[src/rtl/colcomp_mult_pkg.sv]
package colcomp_mult_pkg;
  localparam int OP_W   = 4;
  localparam int PROD_W = 2 * OP_W;
  localparam int ROW_W  = PROD_W - 2;

  typedef struct packed {
    logic p;
    logic g;
  } pg_t;

  // (2,2) compressor: returns {carry, sum}
  function automatic logic [1:0] half_add(input logic x, input logic y);
    return {x & y, x ^ y};
  endfunction

  // prefix combine of an upper span with the span just below it
  function automatic pg_t span_merge(input pg_t hi, input pg_t lo);
    pg_t r;
    r.p = hi.p & lo.p;
    r.g = hi.g | (hi.p & lo.g);
    return r;
  endfunction

  // carry out of a span given the carry entering it
  function automatic logic carry_fill(input pg_t hi, input logic cin);
    return hi.g | (hi.p & cin);
  endfunction
endpackage

[src/rtl/cc_fa.sv]
module cc_fa (
  input  logic a,
  input  logic b,
  input  logic cin,
  output logic sum,
  output logic cout
);
  logic eq_ab;
  assign eq_ab = ~(a ^ b);
  assign sum   = ~(eq_ab ^ cin);
  assign cout  = eq_ab ? a : cin;
endmodule

[src/rtl/cc_dadda4.sv]
module cc_dadda4
  import colcomp_mult_pkg::*;
(
  input  logic [OP_W-1:0]  a,
  input  logic [OP_W-1:0]  b,
  output logic             lsb,
  output logic [ROW_W-1:0] row_x,
  output logic [ROW_W-1:0] row_y
);
  // pp[i][j] has weight i+j
  logic [OP_W-1:0][OP_W-1:0] pp;

  for (genvar i = 0; i < OP_W; i++) begin : g_row
    for (genvar j = 0; j < OP_W; j++) begin : g_col
      assign pp[i][j] = a[i] & b[j];
    end
  end

  // step one: height 4 -> 3 (columns 3 and 4)
  logic s1, c1, s2, c2;
  assign {c1, s1} = half_add(pp[3][0], pp[2][1]);
  assign {c2, s2} = half_add(pp[3][1], pp[2][2]);

  // step two: height 3 -> 2 (columns 2 to 5)
  logic s3, c3, s4, c4, s5, c5, s6, c6;
  assign {c3, s3} = half_add(pp[2][0], pp[1][1]);

  cc_fa u_fa_col3 (.a(s1), .b(pp[1][2]), .cin(pp[0][3]), .sum(s4), .cout(c4));
  cc_fa u_fa_col4 (.a(c1), .b(s2),       .cin(pp[1][3]), .sum(s5), .cout(c5));
  cc_fa u_fa_col5 (.a(c2), .b(pp[3][2]), .cin(pp[2][3]), .sum(s6), .cout(c6));

  assign lsb   = pp[0][0];
  assign row_x = {pp[3][3], s6, s5, s4, s3, pp[1][0]};
  assign row_y = {c6, c5, c4, c3, pp[0][2], pp[0][1]};
endmodule

[src/rtl/cc_bk6.sv]
module cc_bk6
  import colcomp_mult_pkg::*;
(
  input  logic [ROW_W-1:0] x,
  input  logic [ROW_W-1:0] y,
  output logic [ROW_W-1:0] sum,
  output logic             cout
);
  pg_t [ROW_W-1:0] pg;
  logic [ROW_W-1:0] carry;

  for (genvar i = 0; i < ROW_W; i++) begin : g_pre
    assign pg[i].p = x[i] ^ y[i];
    assign pg[i].g = x[i] & y[i];
  end

  // up-sweep: distance 1, then distance 2
  pg_t sp10, sp32, sp54, sp30;
  assign sp10 = span_merge(pg[1], pg[0]);
  assign sp32 = span_merge(pg[3], pg[2]);
  assign sp54 = span_merge(pg[5], pg[4]);
  assign sp30 = span_merge(sp32, sp10);

  logic unused_p30;
  assign unused_p30 = sp30.p;

  // carries out of each position; no carry enters position 0
  assign carry[0] = pg[0].g;
  assign carry[1] = sp10.g;
  assign carry[3] = sp30.g;
  // down-sweep fill-in
  assign carry[2] = carry_fill(pg[2], carry[1]);
  assign carry[4] = carry_fill(pg[4], carry[3]);
  assign carry[5] = carry_fill(sp54, carry[3]);

  assign sum[0] = pg[0].p;
  for (genvar i = 1; i < ROW_W; i++) begin : g_post
    assign sum[i] = pg[i].p ^ carry[i-1];
  end
  assign cout = carry[ROW_W-1];
endmodule

[src/rtl/colcomp_mult.sv]
module colcomp_mult
  import colcomp_mult_pkg::*;
#(
  parameter bit REG_OUT = 1'b1
) (
  input  logic              clk,
  input  logic              rst,
  input  logic              in_valid,
  output logic              in_ready,
  input  logic [OP_W-1:0]   in_a,
  input  logic [OP_W-1:0]   in_b,
  output logic              out_valid,
  input  logic              out_ready,
  output logic [PROD_W-1:0] out_prod
);
  logic             lsb;
  logic [ROW_W-1:0] row_x, row_y, hi_sum;
  logic             hi_cout;
  logic [PROD_W-1:0] prod_c;

  cc_dadda4 u_reduce (
    .a(in_a), .b(in_b), .lsb(lsb), .row_x(row_x), .row_y(row_y)
  );

  cc_bk6 u_final (
    .x(row_x), .y(row_y), .sum(hi_sum), .cout(hi_cout)
  );

  assign prod_c = {hi_cout, hi_sum, lsb};

  if (REG_OUT) begin : g_reg
    logic              vld_q;
    logic [PROD_W-1:0] prod_q;
    logic              take;

    assign in_ready = !vld_q || out_ready;
    assign take     = in_valid && in_ready;

    always_ff @(posedge clk) begin
      if (rst) begin
        vld_q  <= 1'b0;
        prod_q <= '0;
      end else if (take) begin
        vld_q  <= 1'b1;
        prod_q <= prod_c;
      end else if (out_ready) begin
        vld_q  <= 1'b0;
      end
    end

    assign out_valid = vld_q;
    assign out_prod  = prod_q;
  end else begin : g_comb
    logic unused_clkrst;
    assign unused_clkrst = clk ^ rst;
    assign in_ready  = out_ready;
    assign out_valid = in_valid;
    assign out_prod  = prod_c;
  end
endmodule

[config.mk]
export PLATFORM = sky130hd
export DESIGN_NAME = colcomp_mult
export DESIGN_NICKNAME = d
export VERILOG_FILES = /design/src/rtl/colcomp_mult_pkg.sv /design/src/rtl/cc_fa.sv /design/src/rtl/cc_dadda4.sv /design/src/rtl/cc_bk6.sv /design/src/rtl/colcomp_mult.sv
export SDC_FILE = /design/constraint.sdc
export NUM_CORES = 1
export LEC_CHECK = 0
export ABC_AREA = 0
export BUFFER_PORTS_ARGS = -buffer_cell sky130_fd_sc_hd__clkbuf_2
export CAP_MARGIN = 40
export CORE_MARGIN = 2
export CORE_UTILIZATION = 35
export DETAILED_ROUTE_END_ITERATION = 7
export GPL_TIMING_DRIVEN = 0
export SLEW_MARGIN = 20
export SYNTH_ARGS = -nofsm -noshare
export SYNTH_HDL_FRONTEND = slang
export SYNTH_SLANG_ARGS = --single-unit
[constraint.sdc]
create_clock -name clk -period 3.1 [get_ports clk]
set_input_delay 0.31 -clock clk [delete_from_list [all_inputs] [get_ports clk]]
set_output_delay 0.31 -clock clk [all_outputs]
set_load 0.02 [all_outputs]
[Yosys cells after proc, flatten, opt, wreduce, memory -nomap -nowiden]
Cells that the tools add are included.
Storage, ports and cells
  register bits: 9
  bits in latches: 0
  bits in writable memories: 0
  bits in read-only memories: 0
  bits of input ports: 12
  output and inout port bits: 10
  memories kept: 0
Operators by class
  $add $sub $neg: 0
  multiply operators: 0
  div/mod/pow operators: 0
  magnitude comparators: 0
  equal/unequal tests: 0
  shift operators: 0
  mux-type cells: 5
  bitwise logic cells: 67
  reduce and logical (&&, ||, !) cells: 4
Operators with widths (number)
  AND 1 bit: 34
  bitwise XOR 1 bit: 20
  bitwise OR 1 bit: 7
  NOT 1 bit: 6
  two-way mux 1 bit: 5
  nonzero test 2 bit: 1
  logical AND 1 bit: 1
  zero test 1 bit: 1
  logical OR 1 bit: 1

[Logic depth before layout (Yosys ltp)]
Gate-level depths: netlist of the first run.
  depth in word-level cells: 13
  gate-level depth with buffers: 10
  mapped depth without buffers: 10

[Cells and area by module]
From an unflattened synthesis of the first run, not the netlist that was laid out.
Second synthesis, totals
  cells, all modules: 100
  area total of the unflattened synthesis: 967.2 sq um
Modules (own cells, without submodules)
  colcomp_mult: instances 1, cells each 41, area an instance 441.7 sq um
  cc_dadda4: instances 1, cells each 31, area an instance 227.7 sq um
  cc_bk6: instances 1, cells each 22, area an instance 196.4 sq um
  cc_fa: instances 3, cells each 2, area an instance 33.8 sq um

[Worst setup path after synthesis of the first run]
OpenSTA, ideal clock, no wires.
  path kind: input to register
  from: input in_b[0]
  to: register g_reg.prod_q[5] (netlist: out_prod[5])
  library setup time: 86 ps
  data arrival time: 2184 ps
  setup slack: 830 ps
  stages on the path: 8
  path buffers: 0
  cells stage by stage: and2_1 > ha_1 > xor2_1 > ha_1 > a21o_1 > a21oi_1 > fa_1 > a211oi_1
On the way
  cells in the longest elaborated chain, start to end: 11
RTL lines
  start, declared: line colcomp_mult.sv:11  | input logic [OP_W-1:0] in_b,
  AND 1 bit: line cc_dadda4.sv:15  | assign pp[i][j] = a[i] & b[j];
  AND 1 bit or bitwise XOR 1 bit (tied branches): line colcomp_mult_pkg.sv:13  | return {x & y, x ^ y};
  bitwise XOR 1 bit: line cc_fa.sv:9  | assign eq_ab = ~(a ^ b);
  NOT 1 bit: line cc_fa.sv:9
  bitwise XOR 1 bit: line cc_fa.sv:10  | assign sum = ~(eq_ab ^ cin);
  NOT 1 bit: line cc_fa.sv:10
  bitwise XOR 1 bit or AND 1 bit (tied branches): line cc_bk6.sv:13, cc_bk6.sv:14
  AND 1 bit (on tied branches): line colcomp_mult_pkg.sv:20, colcomp_mult_pkg.sv:19
  bitwise OR 1 bit or AND 1 bit (tied branches): line colcomp_mult_pkg.sv:20  | r.g = hi.g | (hi.p & lo.g);
  bitwise OR 1 bit: line colcomp_mult_pkg.sv:20
  bitwise XOR 1 bit *: line cc_bk6.sv:38  | assign sum[i] = pg[i].p ^ carry[i-1];
  end signal, assigned: line colcomp_mult.sv:45  | prod_q <= prod_c;
  end, declared: line colcomp_mult.sv:33  | logic [PROD_W-1:0] prod_q;
Every way passes the cells marked *; elsewhere a longest branch is shown, timed or not.
A chain may end at the register's enable or synchronous reset.

[Worst setup path after layout of the first run]
  from: input in_b[2]
  to: register g_reg.prod_q[6] (netlist: out_prod[6])
On the way
  cells in the longest elaborated chain, start to end: 13
RTL lines
  AND 1 bit: line cc_dadda4.sv:15
  bitwise XOR 1 bit: line colcomp_mult_pkg.sv:13
  bitwise XOR 1 bit: line cc_fa.sv:9
  NOT 1 bit: line cc_fa.sv:9
  bitwise XOR 1 bit: line cc_fa.sv:10
  NOT 1 bit: line cc_fa.sv:10
  bitwise XOR 1 bit: line cc_bk6.sv:13  | assign pg[i].p = x[i] ^ y[i];
  AND 1 bit (on tied branches): line colcomp_mult_pkg.sv:20, colcomp_mult_pkg.sv:19
  bitwise OR 1 bit or AND 1 bit (tied branches): line colcomp_mult_pkg.sv:20
  bitwise OR 1 bit: line colcomp_mult_pkg.sv:20
  AND 1 bit: line colcomp_mult_pkg.sv:26  | return hi.g | (hi.p & cin);
  bitwise OR 1 bit: line colcomp_mult_pkg.sv:26
  bitwise XOR 1 bit *: line cc_bk6.sv:38
Marked as above.

==> impl_metrics.yaml, run 1 <==
status:
  outcome: "finished, final reports clean"
yosys:
  synth_area_um2: 775.7
  yosysSeqAreaShare_pct: 23.23
  synth_cell_types: 28
  async_flop_share_pct: 0
  ys_ff_latch: 9
  muxShareOfSynthArea_pct: 0
  synthTopCellsByCount: "a21oi_1 (13), and2_1 (9), dfxtp_1 (9)"
  netlist_top_cells_area: "dfxtp_1 (23%), ha_1 (13%), a21oi_1 (8.4%)"
  synth_simple_gate_area_share_pct: 18.55
  ys_warn_count: 0
  yosys.area_share.adder_pct: 20.65
  synth_top_family_by_area: "compound AO/OA/AOI/OAI gates"
  synth_ff_type: "dfxtp_1"
  syn-num-nets: 112
  netlist.area_leader.share_pct: 23.23
  syn_avg_cell_area_um2: 8.716
  syn_inst: 89
  synth-xor-area-share_pct: 13.23
  synth_compound_area_share_pct: 20.97
  synth-edff-count: 0
  yosysMostFrequentCell: "a21oi_1"
  synth_area_leader_cell: "dfxtp_1"
timing:
  tightestPinTransition_ns: 0.3660
  max-slew-margin-rel_pct: 75.60
  tns_ns: 0
  rsz0062_at_grt: "no"
  maxSlewViolCount: 0
  timing.fmax_ghz: 0.4410
  post-route-period-util_pct: 73.15
  timing.final.crit_period_ns: 2.268
  skew_ns: 0.001808
  hold_violations: 0
  setup_viol: 0
global_route:
  grt_max_degree: 11
  antenna_found_initial: 0
  grt_util_all_layers_pct: 14.95
  grt_pass1_vias: 673
  grt_overflow: 0
  grt_pass1_wl_mm: 2.918
routing:
  dr.pass1.iters: 4
  drt_iter0_markers: 11
  vias: 715
  wl_per_cell_um: 11.85
  viasPerCell: 5.107
  drc_errors: 0
  routed_wl_mm: 1.659
  drtAntennaViolNets: 0
power:
  design_power_total_mw: 0.3496
  irDropWorstVdd_v: 0.0001960
  p_per_area_mw_per_mm2: 375.1
  leakagePower_nw: 0.4291
worst_setup_path:
  crit_buf_inv: 1
  critPathSlowestCell: "fa_1"
  crit_start: "in_b[2]"
  required_ns: 3.29
  r2r_slack_ns: 2.06
  r2r_start: "out_valid$_SDFFE_PP0P_"
  path_max_fanout: 7
  critPathMaxStageDelay_ns: 0.38
  worstPathArrival_ns: 2.46
  crit_family: "adder cells"
  path_cells: "clkbuf_2 > and2_1 > ha_1 > xor2_1 > xnor2_1 > ha_1 > a21oi_1 > fa_1 > xnor2_1 > nand3_1 > a21oi_1"
  crit_path_end_kind: "flip-flop"
  critical_path_class: "in -> reg"
  worstSetupStartpointType: "input pin"
floorplan:
  pin_count: 22
  rows: 17
  start_util_pct: 36.11
  core-area_mm2: 0.002148
  die_w_um: 51.08
  die_y_um: 51.08
  die-area_mm2: 0.002609
clock_tree:
  cts.htree.levels: 1
  root_buffer: "clkbuf_4"
  worstSkewPairLatency_ns: 0.26
  cts_hold_buf: 0
  tritoncts: "yes"
  cts-resized-gates: 0
  clkTransAtPathRegs_ns: 0.06
  post-cts-setup-buffers: 0
  numCtsBuffers: 3
  cts.sinks: 9
  clockBufferDepth: 2
place:
  placedInstanceArea_um2: 905.9
  gp_congestion: 0.7652
  dp_hpwl_mm: 1.414
  numPortBuffers: 19
layout:
  fill_cells: 232
  diodes: 0
  multi_input_area_um2: 569.3
  syn_to_final_growth_pct: 20.16
  nNetsFinal: 136
  finalInstanceArea_um2: 932.1
  seq_area_um2: 180.2
  layout-drive-gt1-share_pct: 27.68
flow_run:
  maxCapViolations: 0
worst_hold_path:
  worstHoldStart: "in_b[0]"
  hp-class: "in -> reg"
==> state kept, by name (all words and copies together) (netlist names) <==
signal / cells
out_prod: 8
out_valid: 1
==> layout by cell type (no fill, tap or decap), types with 2 or more instances in the layout <==
cell and count:
and2_1 9, dfxtp_1 9, xnor2_1 5, o21ai_0 2, o21ai_1 6, a21oi_1 13
ha_1 8, xor2_1 3, nand2_1 6, clkbuf_4 3, xor2_2 2, a211oi_1 2
clkbuf_1 2, clkbuf_2 19, inv_1 2, fa_1 3, nand3_1 5
==> per-stage QoR <==
step | std cells | setup slack [ns] | util (%) | hold WS (ns)
5_1_grt | 140 | 0.6824 | 43.39 | 0.3575
3_5_place_dp | 136 | 0.5517 | 42.17 | 0.4761
2_1_floorplan | 89 | 0.8305 | - | 0.4643
6_report | 140 | 0.8323 | 43.39 | 0.3401
3_3_place_gp | 136 | 0.6053 | 42.17 | 0.4619
4_1_cts | 140 | 0.8116 | 43.39 | 0.3421
==> kinds of logic after synthesis <==
kind of cell / count (synthesis)
AO/OA/AOI/OAI: 28
AND/OR/NAND/NOR: 25
adder cells (fa/ha/maj): 11
buffers and inverters: 6
XOR/XNOR: 10
flip-flops: 9
==> report_power, final <==
group	switching (mW)	total (mW)	internal, mW
Combinational	0.0752	0.131	0.0554
Sequential	0.00510	0.131	0.126
Clock	0.0385	0.0879	0.0494
==> tightest hold or removal path, cell delays in order <==
cell	delay, ns
clkbuf_2	0.11
nand4_1	0.07
a21oi_1	0.06
==> area by class of cell <==
| class | count | area share [%] |
|---|---|---|
| repair buffers | 19 | 10.20 |
| flip-flops and latches | 9 | 19.33 |
| well taps | 28 | 3.758 |
| plain buffers | 2 | 0.9396 |
| inverters | 4 | 1.879 |
| multi-input cells | 74 | 61.07 |
| clock buffers | 4 | 2.819 |
==> per-layer routing <==
metal	track usage (%)	wire [µm]
met1	17.79	701
met2	25.97	837
met3	2.632	82
met4	6.757	38
met5	0	0
==> worst paths after layout <==
kind / endpoint / cells past startpoint
setup / recovery: out_prod[6]$_SDFFE_PP0P_ / 11
hold / removal: out_prod[0]$_SDFFE_PP0P_ / 3
setup reg to reg: out_prod[7]$_SDFFE_PP0P_ / 4
hold reg to reg: out_prod[6]$_SDFFE_PP0P_ / 2
Note: power is estimated with default switching activity, not from simulation.
==> inputs of run 2 (changes only) <==
==> constraint.sdc (replaced) <==
create_clock -name clk -period 2 [get_ports clk]
set_input_delay 0.2 -clock clk [delete_from_list [all_inputs] [get_ports clk]]
set_output_delay 0.2 -clock clk [all_outputs]
set_load 0.02 [all_outputs]
==> impl_metrics.yaml, run 2 (synthesis results as in run 1) <==
timing:
  hold_violations: 0
  fin_hold_ws_ns: 0.2226
  max-slew-margin-rel_pct: 71.69
  timing.final.crit_period_ns: 1.998
  maxSlewViolCount: 0
  post-route-period-util_pct: 99.91
  rsz0062_at_grt: "yes"
  layout_setup_ws_ns: 0.001782
  timing.fmax_ghz: 0.5004
  setup_viol: 0
  skew_ns: 0.002486
  tightestPinTransition_ns: 0.4247
power:
  design_power_total_mw: 0.5917
  swShare_pct: 32.44
  internal-power_mw: 0.3998
  p_comb_share_pct: 43.4
  p_switching_mw: 0.1920
  clockPowerShare_pct: 22.5
  p_per_area_mw_per_mm2: 547.4
  leakagePower_nw: 0.4741
  irDropWorstVdd_v: 0.0002541
  p_seq_share_pct: 34.2
floorplan:
  die_w_um: 51.08
  start_util_pct: 36.11
  die-area_mm2: 0.002609
  rows: 17
  pin_count: 22
  core-area_mm2: 0.002148
  die_y_um: 51.08
routing:
  wirelength_met1_um: 713
  wl_per_cell_um: 11.23
  drc_errors: 0
  drt_iter0_markers: 11
  viasPerCell: 4.979
  dr.pass1.iters: 4
  wl_met2_um: 825
  routed-wl-met3_um: 88
  routed_wl_mm: 1.628
  vias: 722
  top_layer_used: "met3"
  drtAntennaViolNets: 0
global_route:
  grt_overflow: 0
  grt_pass1_wl_mm: 2.773
  grt_util_all_layers_pct: 13.50
  antenna_found_initial: 0
  grt_pass1_vias: 669
  grt_max_degree: 11
place:
  dp_hpwl_mm: 1.345
  dp_slack_ns: -0.3289
  placedInstanceArea_um2: 949.7
  gp_congestion: 0.7418
  numPortBuffers: 19
layout:
  largest_reg_flops: 8
  finalInstanceArea_mm2: 0.001081
  layout-drive-gt1-share_pct: 40.17
  nNetsFinal: 141
  final_common_cell: "clkbuf_2"
  final_core_util_pct: 50.32
  final_cell_mix: "clkbuf_2 (14), a21oi_1 (12), dfxtp_1 (9)"
  diodes: 0
  syn_to_final_growth_pct: 39.36
worst_setup_path:
  crit_start: "in_b[1]"
  required_ns: 2.17
  worstPathArrival_ns: 2.17
  critical_path_class: "in -> reg"
  crit_path_end_kind: "flip-flop"
  r2r_start: "out_valid$_SDFFE_PP0P_"
  path_max_fanout: 4
  worstSetupStartpointType: "input pin"
clock_tree:
  numCtsBuffers: 3
  worstSkewPairLatency_ns: 0.25
  clkTransAtPathRegs_ns: 0.06
  cts.sinks: 9
  clockBufferDepth: 2
  cts.htree.levels: 1
  root_buffer: "clkbuf_4"
  tritoncts: "yes"
status:
  outcome: "finished, final reports clean"
flow_run:
  maxCapViolations: 0
worst_hold_path:
  worstHoldStart: "in_b[0]"
  hp-class: "in -> reg"
==> run 2: final timing paths <==
check / end / slack [ns] / cells past startpoint
max reg2reg: out_prod[5]$_SDFFE_PP0P_ / 0.91 / 4
min: out_prod[0]$_SDFFE_PP0P_ / 0.22 / 3
max: out_prod[5]$_SDFFE_PP0P_ / 0.002 / 9
min reg2reg: out_prod[4]$_SDFFE_PP0P_ / 0.48 / 2
==> run 2: worst max-delay path, cell delays in order <==
cell	delay [ns]
buf_8	0.10
and2_4	0.15
ha_4	0.25
xor2_1	0.17
ha_1	0.30
a21o_1	0.18
a21oi_2	0.16
fa_2	0.45
a211oi_2	0.22
==> run 2: final cells by class <==
cell class	count	area [µm²]
fill	218	1067
timing repair buffer	24	182.7
inverter	4	17.52
multi-input combinational	74	630.6
tap	28	35.03
sequential	9	180.2
buffer	2	8.758
clock buffer	4	26.28
==> run 2: through the flow <==
stage | TNS (ns) | cells
detailed placement | -0.5999 | 136
global route | -0.1276 | 145
global placement | -0.5780 | 136
CTS | 0 | 142
floorplan | -0.1024 | 89
finish | 0 | 145
==> run 2: routing by layer <==
layer | global-route usage, % | vias to the layer above
met2 | 23.59 | 17
met5 | 0 | -
met3 | 3.216 | 0
li1 | - | 369
met4 | 1.351 | 0
met1 | 17.33 | 336
==> run 2: power by group through the flow <==
stage          registers, mW  clock network [mW]  logic (mW)
3_3_place_gp           0.206                   0       0.215
4_1_cts                0.202               0.135       0.237
6_report               0.202               0.133       0.257
5_1_grt                0.203               0.145       0.287
3_5_place_dp           0.206                   0       0.220
2_1_floorplan          0.225                   0       0.141
==> run 2: timing repair <==
action | 4_1_cts | 5_1_grt
cloned | 0 | 0
pin swaps | 6 | 15
setup endpoints to repair | 2 | 2
gates resized for setup | 4 | 17
hold buffers | 0 | 0
setup buffers | 2 | 3
==> inputs of run 3 (changes only) <==
--- a/config.mk
+++ b/config.mk
@@ -8,10 +8,10 @@
 export ABC_AREA = 0
 export BUFFER_PORTS_ARGS = -buffer_cell sky130_fd_sc_hd__clkbuf_2
 export CAP_MARGIN = 40
-export CORE_MARGIN = 2
 export CORE_UTILIZATION = 35
 export DETAILED_ROUTE_END_ITERATION = 7
 export GPL_TIMING_DRIVEN = 0
+export RECOVER_POWER = 100
 export SLEW_MARGIN = 20
 export SYNTH_ARGS = -nofsm -noshare
 export SYNTH_HDL_FRONTEND = slang
==> impl_metrics.yaml, run 3 (synthesis results as in run 1) <==
routing:
  vias: 752
  drc_errors: 0
  wl_per_cell_um: 11.93
  drtAntennaViolNets: 0
  viasPerCell: 5.047
  drt_iter0_markers: 14
  routed_wl_mm: 1.778
  dr.pass1.iters: 4
timing:
  skew_ns: 0.003921
  post-route-period-util_pct: 99.42
  timing.fmax_ghz: 0.5029
  timing.final.crit_period_ns: 1.988
  maxSlewViolCount: 0
  fin_hold_ws_ns: 0.2586
  setup_viol: 0
  tightestPinTransition_ns: 0.5929
  rsz0062_at_grt: "yes"
  max-slew-margin-rel_pct: 60.39
  tns_ns: 0
  layout_setup_ws_ns: 0.01157
  hold_violations: 0
clock_tree:
  numCtsBuffers: 3
  worstSkewPairLatency_ns: 0.25
  tritoncts: "yes"
  cts.htree.levels: 1
  clkTransAtPathRegs_ns: 0.06
  cts.sinks: 9
  root_buffer: "clkbuf_4"
  cts_hold_buf: 0
  clockBufferDepth: 2
global_route:
  grt_overflow: 0
  grt_max_degree: 11
  antenna_found_initial: 0
  grt_pass1_wl_mm: 2.973
  grt_pass1_vias: 729
  grt_util_all_layers_pct: 15.78
power:
  irDropWorstVdd_v: 0.0003543
  p_seq_share_pct: 33.5
  p_switching_mw: 0.1986
  leakagePower_nw: 0.4761
  clockPowerShare_pct: 21.9
  p_comb_share_pct: 44.6
  p_per_area_mw_per_mm2: 537.9
  internal-power_mw: 0.4058
  swShare_pct: 32.86
layout:
  diodes: 0
  fill_cells: 209
  fin_cells: 149
  syn_to_final_growth_pct: 44.84
  layout-drive-gt1-share_pct: 37.70
  nNetsFinal: 146
  largest_reg_flops: 8
  final_cell_mix: "a21oi_1 (12), clkbuf_1 (12), buf_4 (10)"
place:
  gp_congestion: 0.6963
  numPortBuffers: 19
  dp_hpwl_mm: 1.324
  place_inst: 135
  dp_slack_ns: -0.3246
floorplan:
  start_util_pct: 38.37
  die-area_mm2: 0.002409
  pin_count: 22
  die_w_um: 49.08
  rows: 16
  core-area_mm2: 0.002022
  die_y_um: 49.08
worst_setup_path:
  r2r_slack_ns: 0.66
  path_max_fanout: 6
  worstSetupStartpointType: "input pin"
  critical_path_class: "in -> reg"
  worstPathArrival_ns: 2.16
  crit_path_end_kind: "flip-flop"
  required_ns: 2.17
status:
  outcome: "finished, final reports clean"
worst_hold_path:
  hp-class: "in -> reg"
flow_run:
  maxCapViolations: 0
-- run 3: cell count changes in the layout (fill, tap and decap cells not counted), sizes merged --
cell	before	now
clkbuf	19	20
buf	11	15
-- run 3: layout make-up --
class	count	area, µm²	share of cell area [%]
repair buffers	29	207.7	18.49
clock buffers	4	26.28	2.339
well taps	27	33.78	3.007
inverters	4	17.52	1.559
plain buffers	2	8.758	0.7795
flip-flops and latches	9	180.2	16.04
multi-input cells	74	649.4	57.79
-- run 3: per-layer routing --
metal  up-vias  global-route usage, %  wire length (µm)
li1        377                      -                 -
met1       353                  17.05               717
met2        20                  29.91               979
met3         2                  2.181                58
met4         0                  6.863                21
met5         -                      0                 0
-- run 3: worst max-delay path, cell delays in order --
cell      delay [ns]
clkbuf_2        0.13
and2_1          0.17
ha_1            0.21
fa_2            0.39
a21o_1          0.21
a21oi_2         0.17
fa_2            0.45
a211oi_2        0.22
-- run 3: worst paths after layout --
check | from | to | depth (start not counted)
hold reg to reg | out_prod[6]$_SDFFE_PP0P_ | out_prod[6]$_SDFFE_PP0P_ | 2
hold / removal | in_a[0] | out_prod[0]$_SDFFE_PP0P_ | 3
setup / recovery | in_a[1] | out_prod[5]$_SDFFE_PP0P_ | 8
setup reg to reg | out_valid$_SDFFE_PP0P_ | out_prod[5]$_SDFFE_PP0P_ | 4
-- run 3: timing repair --
action	CTS	global route
pin swaps	8	15
setup buffers	5	5
endpoints found under the setup margin	2	2
gates resized for setup	5	18
-- run 3: power groups by stage --
stage | Sequential (mW) | Clock [mW] | Combinational, mW
2_1_floorplan | 0.225 | 0 | 0.141
3_3_place_gp | 0.206 | 0 | 0.214
3_5_place_dp | 0.207 | 0 | 0.218
4_1_cts | 0.203 | 0.137 | 0.241
5_1_grt | 0.205 | 0.151 | 0.296
6_report | 0.202 | 0.133 | 0.269
-- run 3: metrics by stage --
stage | utilization (%) | power [mW] | cell area (µm²)
finish | 55.57 | 0.6044 | 1124
global route | 55.57 | 0.6520 | 1124
CTS | 51.61 | 0.5807 | 1044
detailed placement | 46.91 | 0.4242 | 948.4
global placement | 46.91 | 0.4196 | 948.4
floorplan | - | 0.3667 | 819.5
